File: src/rtl/flag_branch_pkg.sv
package flag_branch_pkg;
  localparam int SR_W  = 8;
  localparam int FLG_C = 0;
  localparam int FLG_Z = 1;
  localparam int FLG_N = 2;
  localparam int FLG_V = 3;
  localparam int FLG_S = 4;
  localparam int FLG_H = 5;
  localparam int FLG_T = 6;
  localparam int FLG_I = 7;

  typedef enum logic [2:0] {
    K_NOP  = 3'd0,
    K_FSET = 3'd1,
    K_FCLR = 3'd2,
    K_BST  = 3'd3,
    K_BLD  = 3'd4,
    K_BRC  = 3'd5,
    K_RJMP = 3'd6,
    K_RSV  = 3'd7
  } op_kind_e;
endpackage

File: src/rtl/flag_reg.sv
module flag_reg
  import flag_branch_pkg::*;
#(
  parameter int IDX_W = $clog2(SR_W)
) (
  input  logic             clk,
  input  logic             rst_n,
  input  logic             set_en,
  input  logic             clr_en,
  input  logic             bst_en,
  input  logic [IDX_W-1:0] idx,
  input  logic             t_src,
  output logic [SR_W-1:0]  sreg
);
  logic [SR_W-1:0] sreg_d;
  logic            sreg_en;

  always_comb begin
    sreg_d  = sreg;
    sreg_en = set_en | clr_en | bst_en;
    if (set_en)      sreg_d[idx]   = 1'b1;
    else if (clr_en) sreg_d[idx]   = 1'b0;
    else if (bst_en) sreg_d[FLG_T] = t_src;
  end

  always_ff @(posedge clk or negedge rst_n) begin
    if (!rst_n)       sreg <= '0;
    else if (sreg_en) sreg <= sreg_d;
  end

  assert_set_R2: assert property (@(posedge clk) disable iff (!rst_n)
    set_en |=> sreg[$past(idx)] == 1'b1);
  assert_clr_R3: assert property (@(posedge clk) disable iff (!rst_n)
    (clr_en && !set_en) |=> sreg[$past(idx)] == 1'b0);
  assert_bst_R4: assert property (@(posedge clk) disable iff (!rst_n)
    (bst_en && !set_en && !clr_en) |=> sreg[FLG_T] == $past(t_src));
  assert_hold_R12: assert property (@(posedge clk) disable iff (!rst_n)
    !(set_en || clr_en || bst_en) |=> $stable(sreg));
endmodule

File: src/rtl/branch_cond.sv
module branch_cond
  import flag_branch_pkg::*;
#(
  parameter int SEL_W = 4
) (
  input  logic [SR_W-1:0]  sreg,
  input  logic [SEL_W-1:0] sel,
  input  logic             pol,
  input  logic             uncond,
  output logic             taken
);
  logic cond_bit;

  always_comb begin
    if (sel[SEL_W-1]) cond_bit = sreg[FLG_N] ^ sreg[FLG_V];
    else              cond_bit = sreg[sel[2:0]];
    taken = uncond | (cond_bit == pol);
  end
endmodule

File: src/rtl/target_calc.sv
module target_calc #(
  parameter int PC_W  = 16,
  parameter int BR_W  = 7,
  parameter int JMP_W = 12
) (
  input  logic [PC_W-1:0]  pc,
  input  logic [JMP_W-1:0] ofs,
  input  logic             is_jump,
  input  logic             taken,
  output logic [PC_W-1:0]  target
);
  logic [PC_W-1:0] br_ext;
  logic [PC_W-1:0] jmp_ext;
  logic [PC_W-1:0] step;

  generate
    if (PC_W > JMP_W) begin : g_jwide
      assign jmp_ext = {{(PC_W-JMP_W){ofs[JMP_W-1]}}, ofs};
    end else begin : g_jtrim
      assign jmp_ext = ofs[PC_W-1:0];
    end
    if (PC_W > BR_W) begin : g_bwide
      assign br_ext = {{(PC_W-BR_W){ofs[BR_W-1]}}, ofs[BR_W-1:0]};
    end else begin : g_btrim
      assign br_ext = ofs[PC_W-1:0];
    end
  endgenerate

  always_comb begin
    if (!taken)       step = '0;
    else if (is_jump) step = jmp_ext;
    else              step = br_ext;
    target = pc + step + {{(PC_W-1){1'b0}}, 1'b1};
  end
endmodule

File: src/rtl/flag_branch_unit.sv
module flag_branch_unit
  import flag_branch_pkg::*;
#(
  parameter int PC_W   = 16,
  parameter int BR_W   = 7,
  parameter int JMP_W  = 12,
  parameter int DATA_W = 8,
  parameter int BIT_W  = $clog2(DATA_W),
  parameter int SEL_W  = 4
) (
  input  logic              clk,
  input  logic              rst_n,
  input  logic              op_valid,
  input  logic [2:0]        op_kind,
  input  logic [BIT_W-1:0]  op_bit,
  input  logic [SEL_W-1:0]  op_sel,
  input  logic              op_pol,
  input  logic [DATA_W-1:0] reg_in,
  input  logic [PC_W-1:0]   pc_in,
  input  logic [JMP_W-1:0]  ofs_in,
  output logic [7:0]        sreg,
  output logic [DATA_W-1:0] reg_out,
  output logic              br_valid,
  output logic              br_taken,
  output logic [1:0]        br_cycles,
  output logic [PC_W-1:0]   br_pc
);
  localparam int IDX_W = $clog2(SR_W);

  op_kind_e        kind;
  logic            is_set, is_clr, is_bst, is_brc, is_jmp, is_any_br;
  logic            taken_c;
  logic [PC_W-1:0] target_c;

  assign kind      = op_kind_e'(op_kind);
  assign is_set    = op_valid && (kind == K_FSET);
  assign is_clr    = op_valid && (kind == K_FCLR);
  assign is_bst    = op_valid && (kind == K_BST);
  assign is_brc    = op_valid && (kind == K_BRC);
  assign is_jmp    = op_valid && (kind == K_RJMP);
  assign is_any_br = is_brc | is_jmp;

  flag_reg #(.IDX_W(IDX_W)) flags_i (
    .clk    (clk),
    .rst_n  (rst_n),
    .set_en (is_set),
    .clr_en (is_clr),
    .bst_en (is_bst),
    .idx    (op_bit[IDX_W-1:0]),
    .t_src  (reg_in[op_bit]),
    .sreg   (sreg)
  );

  branch_cond #(.SEL_W(SEL_W)) cond_i (
    .sreg   (sreg),
    .sel    (op_sel),
    .pol    (op_pol),
    .uncond (is_jmp),
    .taken  (taken_c)
  );

  target_calc #(.PC_W(PC_W), .BR_W(BR_W), .JMP_W(JMP_W)) tgt_i (
    .pc      (pc_in),
    .ofs     (ofs_in),
    .is_jump (is_jmp),
    .taken   (taken_c),
    .target  (target_c)
  );

  always_comb begin
    reg_out         = reg_in;
    reg_out[op_bit] = sreg[FLG_T];
  end

  logic            br_valid_d, br_taken_d;
  logic [1:0]      br_cycles_d;
  logic [PC_W-1:0] br_pc_d;

  always_comb begin
    br_valid_d  = is_any_br;
    br_taken_d  = br_taken;
    br_cycles_d = br_cycles;
    br_pc_d     = br_pc;
    if (is_any_br) begin
      br_taken_d  = taken_c;
      br_cycles_d = taken_c ? 2'd2 : 2'd1;
      br_pc_d     = target_c;
    end
  end

  always_ff @(posedge clk or negedge rst_n) begin
    if (!rst_n) begin
      br_valid  <= 1'b0;
      br_taken  <= 1'b0;
      br_cycles <= 2'd0;
      br_pc     <= '0;
    end else begin
      br_valid <= br_valid_d;
      if (is_any_br) begin
        br_taken  <= br_taken_d;
        br_cycles <= br_cycles_d;
        br_pc     <= br_pc_d;
      end
    end
  end

  assert_jump_R10: assert property (@(posedge clk) disable iff (!rst_n)
    is_jmp |=> (br_taken && br_cycles == 2'd2));
  assert_valid_R11: assert property (@(posedge clk) disable iff (!rst_n)
    is_any_br |=> br_valid);
  assert_idle_R11: assert property (@(posedge clk) disable iff (!rst_n)
    !is_any_br |=> !br_valid);
  assert_keep_R11: assert property (@(posedge clk) disable iff (!rst_n)
    is_any_br |=> $stable(sreg));
  assert_cycles_R9: assert property (@(posedge clk) disable iff (!rst_n)
    br_valid |-> (br_cycles == (br_taken ? 2'd2 : 2'd1)));
  assert_step_R8: assert property (@(posedge clk) disable iff (!rst_n)
    (is_brc && !taken_c) |=> br_pc == $past(pc_in) + 1'b1);
endmodule

File: config.mk
export PLATFORM = sky130hd
export DESIGN_NAME = flag_branch_unit
export DESIGN_NICKNAME = d
export VERILOG_FILES = /design/src/rtl/flag_branch_pkg.sv /design/src/rtl/flag_reg.sv /design/src/rtl/branch_cond.sv /design/src/rtl/target_calc.sv /design/src/rtl/flag_branch_unit.sv
export SDC_FILE = /design/constraint.sdc
export NUM_CORES = 1
export LEC_CHECK = 0
export CAP_MARGIN = 20
export CORE_ASPECT_RATIO = 1.5
export CORE_MARGIN = 5
export CORE_UTILIZATION = 60
export DETAILED_ROUTE_END_ITERATION = 7
export DONT_BUFFER_PORTS = 1
export MAX_ROUTING_LAYER = met4
export PLACE_DENSITY = 0.85
export SLEW_MARGIN = 20
export SYNTH_ARGS = -nofsm -noshare
export SYNTH_HDL_FRONTEND = slang
export SYNTH_SLANG_ARGS = --single-unit
File: constraint.sdc
create_clock -name clk -period 6.1 [get_ports clk]
set_clock_uncertainty 0.1 [all_clocks]
set_input_delay 0.305 -clock clk [delete_from_list [all_inputs] [get_ports clk]]
set_output_delay 0.305 -clock clk [all_outputs]
set_load 0.005 [all_outputs]
### Word-level counts from Yosys, hierarchy flattened

Index checks and enable logic that the tools add are counted.
Widths: inputs -> output; s select.

* $add $sub $neg: 2
* magnitude comparators: 3
* equal/unequal tests: 6
* mux-type cells: 16
* bitwise logic cells: 8
* reduce and logical (&&, ||, !) cells: 10

Operators with widths (number)
* $mux 16: 2
* $add 16x1->16 const B: 1
* $add 16x16->16: 1
* $and 8x8->8: 1
* $bwmux 8: 1
* $lt 3x4->1 const B: 2
* $mux 8: 1
* $not 8->8: 1
* $or 8x8->8: 1
* $mux 1: 7
* $bmux 1 s3: 2
* $eq 3x2->1 const B: 2
* $eq 3x3->1 const B: 2
* $logic_and 1x1->1: 6
* $mux 6: 1
* $or 1x1->1: 4
* $reduce_and 2->1: 2
* $demux 1 s3: 1
* $eq 3x1->1 const B: 1
* $ge 3x1->1 const B: 1
* $reduce_bool 3->1: 1
* $mux 2: 1
* $reduce_bool 2->1: 1
* $eq 1x1->1: 1
* $xor 1x1->1: 1

* register bits after elaboration: 28
* bits of input ports: 50
* output and inout port bits: 36
* logic and storage cells: 51

### Logic depth before layout (Yosys ltp)

* depth after elaboration: 8
* gate-level depth with buffers: 17

### Hierarchy

From an unflattened synthesis, not the netlist that was laid out.

* cell total of the unflattened synthesis: 242
* area, all modules: 2404.8 um2

By module, submodules not included
* flag_branch_unit: times used 1, cells an instance 78, area each 1056.0 um2
* target_calc: times used 1, cells an instance 119, area each 870.8 um2
* flag_reg: times used 1, cells an instance 35, area each 366.6 um2
* branch_cond: times used 1, cells an instance 10, area each 111.4 um2

### Worst setup path before layout

No wires, ideal clock.

* path kind: register to register
* from: register flags_i.sreg[6]
* to: register br_pc[14]
* setup time: 131 ps
* data arrival time: 3567 ps
* data required time: 5869 ps
* slack: 2302 ps
* cell stages (with the launch flop): 18
* path buffers: 1
* clock period less this slack: 3798 ps
* cells stage by stage: dfrtp_1 clkbuf_1 mux2i_1 a22oi_1 a31oi_4 xnor2_1 nand2_1 nand2_1 ha_1 inv_1 fa_1 a21o_1 a221oi_1 nor2_1 a31o_2 a21oi_1 a221oi_1 or3_1

* longest elaborated chain between the ends: 8

RTL lines
* start: declaration: line flag_reg.sv:13 `output logic [SR_W-1:0] sreg`
* start signal: assignment: line flag_reg.sv:28 `else if (sreg_en) sreg <= sreg_d;`
* $bmux 1 s3: line branch_cond.sv:16 `else cond_bit = sreg[sel[2:0]];`
* $mux 1 (implied by the code): line branch_cond.sv:16
* $mux 1: line branch_cond.sv:15 `if (sel[SEL_W-1]) cond_bit = sreg[FLG_N] ^ sreg[FLG_V];`
* $eq 1x1->1: line branch_cond.sv:17 `taken = uncond | (cond_bit == pol);`
* $or 1x1->1: line branch_cond.sv:17
* $mux 16: line target_calc.sv:30 `if (!taken) step = '0;`
* $add 16x16->16: line target_calc.sv:33 `target = pc + step + {{(PC_W-1){1'b0}}, 1'b1};`
* $add 16x1->16: line target_calc.sv:33
* end signal: assignment: line flag_branch_unit.sv:102 `br_pc <= br_pc_d;`
* end: declaration: line flag_branch_unit.sv:26 `output logic [PC_W-1:0] br_pc`

Every way passes these cells. The select of a mux whose other input is x is not followed.
A chain may end at the register's enable or synchronous reset.

### Worst setup path after layout

Same ends and word-level chain as after synthesis.

==> results by group <==
Clocking
  • Clk root buf: clkbuf_8
  • CTS buffer count: 3
  • Clock Latency Late Sink: 0.28 ns
  • Post-CTS sizing: 0
  • Max Root-Sink Buffers: 2
  • Total clock sinks: 27
  • Postcts setup bufs: 0
  • CTS clock-pin slew for the worst setup and hold paths: 0.10 ns
  • CTS tree: built
  • H-tree lvl count: 1

Global route
  • First-pass GRT wire length: 9230 um
  • Number of antenna violations at the first check in global routing: 0
  • Vias in the first global route: 2025
  • Largest net degree at the start of global routing: 34
  • Gr usage total: 24.0%
  • GRT Residual Overflow: 0

Route
  • Met2 WL post-DR: 3080 um
  • Via/cell ratio: 6.49
  • WL final: 5660 um
  • Vias: 1966
  • Drt wl/cell: 18.7 um
  • DRT met1 WL: 1910 um
  • Drt first pass iters: 4
  • Initial DRC count: 102
  • Metal3 WL: 551 um
  • Post-detailed-route count of antenna-violating nets: 0
  • DR top layer: met4
  • DR DRC count: 0

Synthesis
  • Post-synth EDFFs: 0
  • Most frequent cell after synthesis: nand2_1
  • Area contributors post-synth: dfrtp_1, ha_1, o21ai_0
  • Synth async-reset ratio: 100%
  • Post-synth cell types: 60
  • Prevailing post-synth register cell: dfrtp_1
  • Cells after Synth: 263
  • Post-Syn Nets: 325
  • Yosys reg bits: 27
  • Post-synthesis sequential area ratio: 29.8%
  • Post-Syn Area: 0.00227 sq mm
  • Commonest cells post-synth: nand2_1, dfrtp_1, o21ai_0
  • Post-synth top area share: 29.8%
  • Warnings, synthesis: 0
  • Mean Syn Cell Area: 8.62 sq um
  • Cell taking the most area after synthesis: dfrtp_1

Place
  • Pre-CTS setup slack: 1.84 ns
  • Placed cells: 297
  • HPWL after DPL: 4610 um
  • I/O Buffers: 0
  • Global placement routability congestion: 0.890

Timing
  • Hold Vio Cnt, Final: 0
  • Minimum clock period: 4.28 ns
  • Final Slew Violations: 0
  • Tcrit/Tclk final: 70.1%
  • Hold Slack: 0.0144 ns
  • Final setup fails: 0
  • Worst Slack Setup Final: 1.82 ns
  • Setup_tns: 0 ns
  • Slew @ Worst Pin: 0.749 ns
  • Max transition margin: 49.7%
  • Fmax: 0.234 GHz
  • Unrepaired setup endpoints after global routing: no

Status
  • Outcome: finished, final reports clean

Power and ir drop
  • Leakage Power: 1.04 nW
  • Power density over cell area: 230 mW/mm^2
  • Peak VDD IR: 0.000175 V

Worst hold path
  • HP Class: in -> reg

Worst setup path
  • CP max FO: 11
  • Crit path cell chain: mux2i_1 > a22oi_1 > a31oi_4 > xnor2_1 > nand2_1 > nand2_1 > ha_1 > inv_1 > fa_1 > a21o_1 > a221oi_1 > nor2_1 > a31o_2 > a21oi_1 > a221oi_1 > or3_1
  • CP Launch Type: flip-flop
  • Setup crit end kind: flip-flop
  • Crit-path leading delay family: compound AO/OA/AOI/OAI gates
  • Setup CP Type: reg -> reg
  • Arr. time, crit path: 4.34 ns
  • Max incr delay on CP: 0.56 ns
  • Slowest CP cell: dfrtp_1
  • Buffers and inverters on the worst path: 1
  • Worst path required time: 6.17 ns

Floorplanning
  • Full die area: 0.00513 sq mm
  • IO Pins: 86
  • Die width: 60.2 um
  • Row cnt: 27
  • Die height: 85.3 um
  • Core area: 0.00365 sq mm
  • Initial Util: 62.1%

Layout
  • # diodes: 0
  • # fillers: 298
  • Non-filler cells, final: 303
  • Fin nets: 323
  • Share of layout cells above drive strength 1: 10.8%
  • P&R area growth vs syn: 4.25%

Run
  • # Max-Cap Violations: 0
logic make-up after synthesis:
kind of cell               synth area share (%)
buffers and inverters                      3.48
muxes                                      6.46
xor gates and xnor gates                   6.74
and+or+nand+nor                            19.9
AOI/OAI and AO/OA                          26.7
adders and majority gates                  6.96
DFF                                        29.8
timing repair:
action | in CTS | in global routing
endpoints found under the setup margin | 0 | 0
hold endpoints to repair | 27 | 0
hold buffers | 2 | 0
worst reg2reg max path, cell delays in order, from the launching register on:
cell	delay, ns
dfrtp_1	0.56
mux2i_1	0.13
a22oi_1	0.35
a31oi_4	0.16
xnor2_1	0.20
nand2_1	0.20
nand2_1	0.12
ha_1	0.16
inv_1	0.06
fa_1	0.40
a21o_1	0.22
a221oi_1	0.39
nor2_1	0.14
a31o_2	0.28
a21oi_1	0.19
a221oi_1	0.11
or3_1	0.40
area by class of cell:
class / count / area [sq um] / share of cell area (%)
multi-input combinational: 217 / 1510 / 64.0
tap: 43 / 53.8 / 2.28
inverter: 9 / 33.8 / 1.43
clock buffer: 3 / 41.3 / 1.75
clock inverter: 1 / 8.76 / 0.371
sequential: 27 / 676 / 28.6
timing repair buffer: 3 / 37.5 / 1.59
power breakdown:
group	switching, mW	total, mW	internal (mW)
combinational	0.0916	0.172	0.0804
sequential	0.0393	0.259	0.220
clock	0.0636	0.112	0.0481
layout by cell type (no fill, tap or decap), types with 3 or more instances in the layout:
cell type  count
dfrtp_1       27
inv_1          7
xnor2_1        8
mux2_2         9
a22oi_1        3
a21o_1         8
o21a_1         3
nor3_1         3
nand3_1        5
nor2_1        14
and2_1        10
o211ai_1       3
clkbuf_8       3
nand2_1       33
nand2b_1       5
mux2i_1        3
o21ai_0       26
ha_1          11
a21oi_1       14
a221oi_1       4
o31ai_1        3
or3_1          3
xor2_1         5
and3_1         6
through the flow:
step           util (%)  total power, mW  area [sq um]
2_1_floorplan         -            0.396          2270
3_3_place_gp       62.6            0.426          2280
3_5_place_dp       62.6            0.433          2280
4_1_cts            64.7            0.548          2360
5_1_grt            64.7            0.583          2360
6_report           64.7            0.543          2360
layer usage:
| metal | track usage, % | vias up |
|---|---|---|
| li1 | - | 956 |
| met1 | 22.8 | 912 |
| met2 | 43.9 | 88 |
| met3 | 6.85 | 10 |
| met4 | 8.47 | 0 |
| met5 | - | - |
final timing paths:
kind,from,endpoint,slack [ns],cells after the start
setup / recovery,flags_i.sreg[6],br_pc[14],1.82,16
hold / removal,op_kind[1],flip-flop,0.01,1
setup reg to reg,flags_i.sreg[6],br_pc[14],1.82,16
hold reg to reg,br_pc[7],br_pc[7],0.42,2
max in group asynchronous,rst_n,br_pc[14],5.39,2
min in group asynchronous,rst_n,br_pc[3],0.35,2
Note: power is estimated with default switching activity, not from simulation.
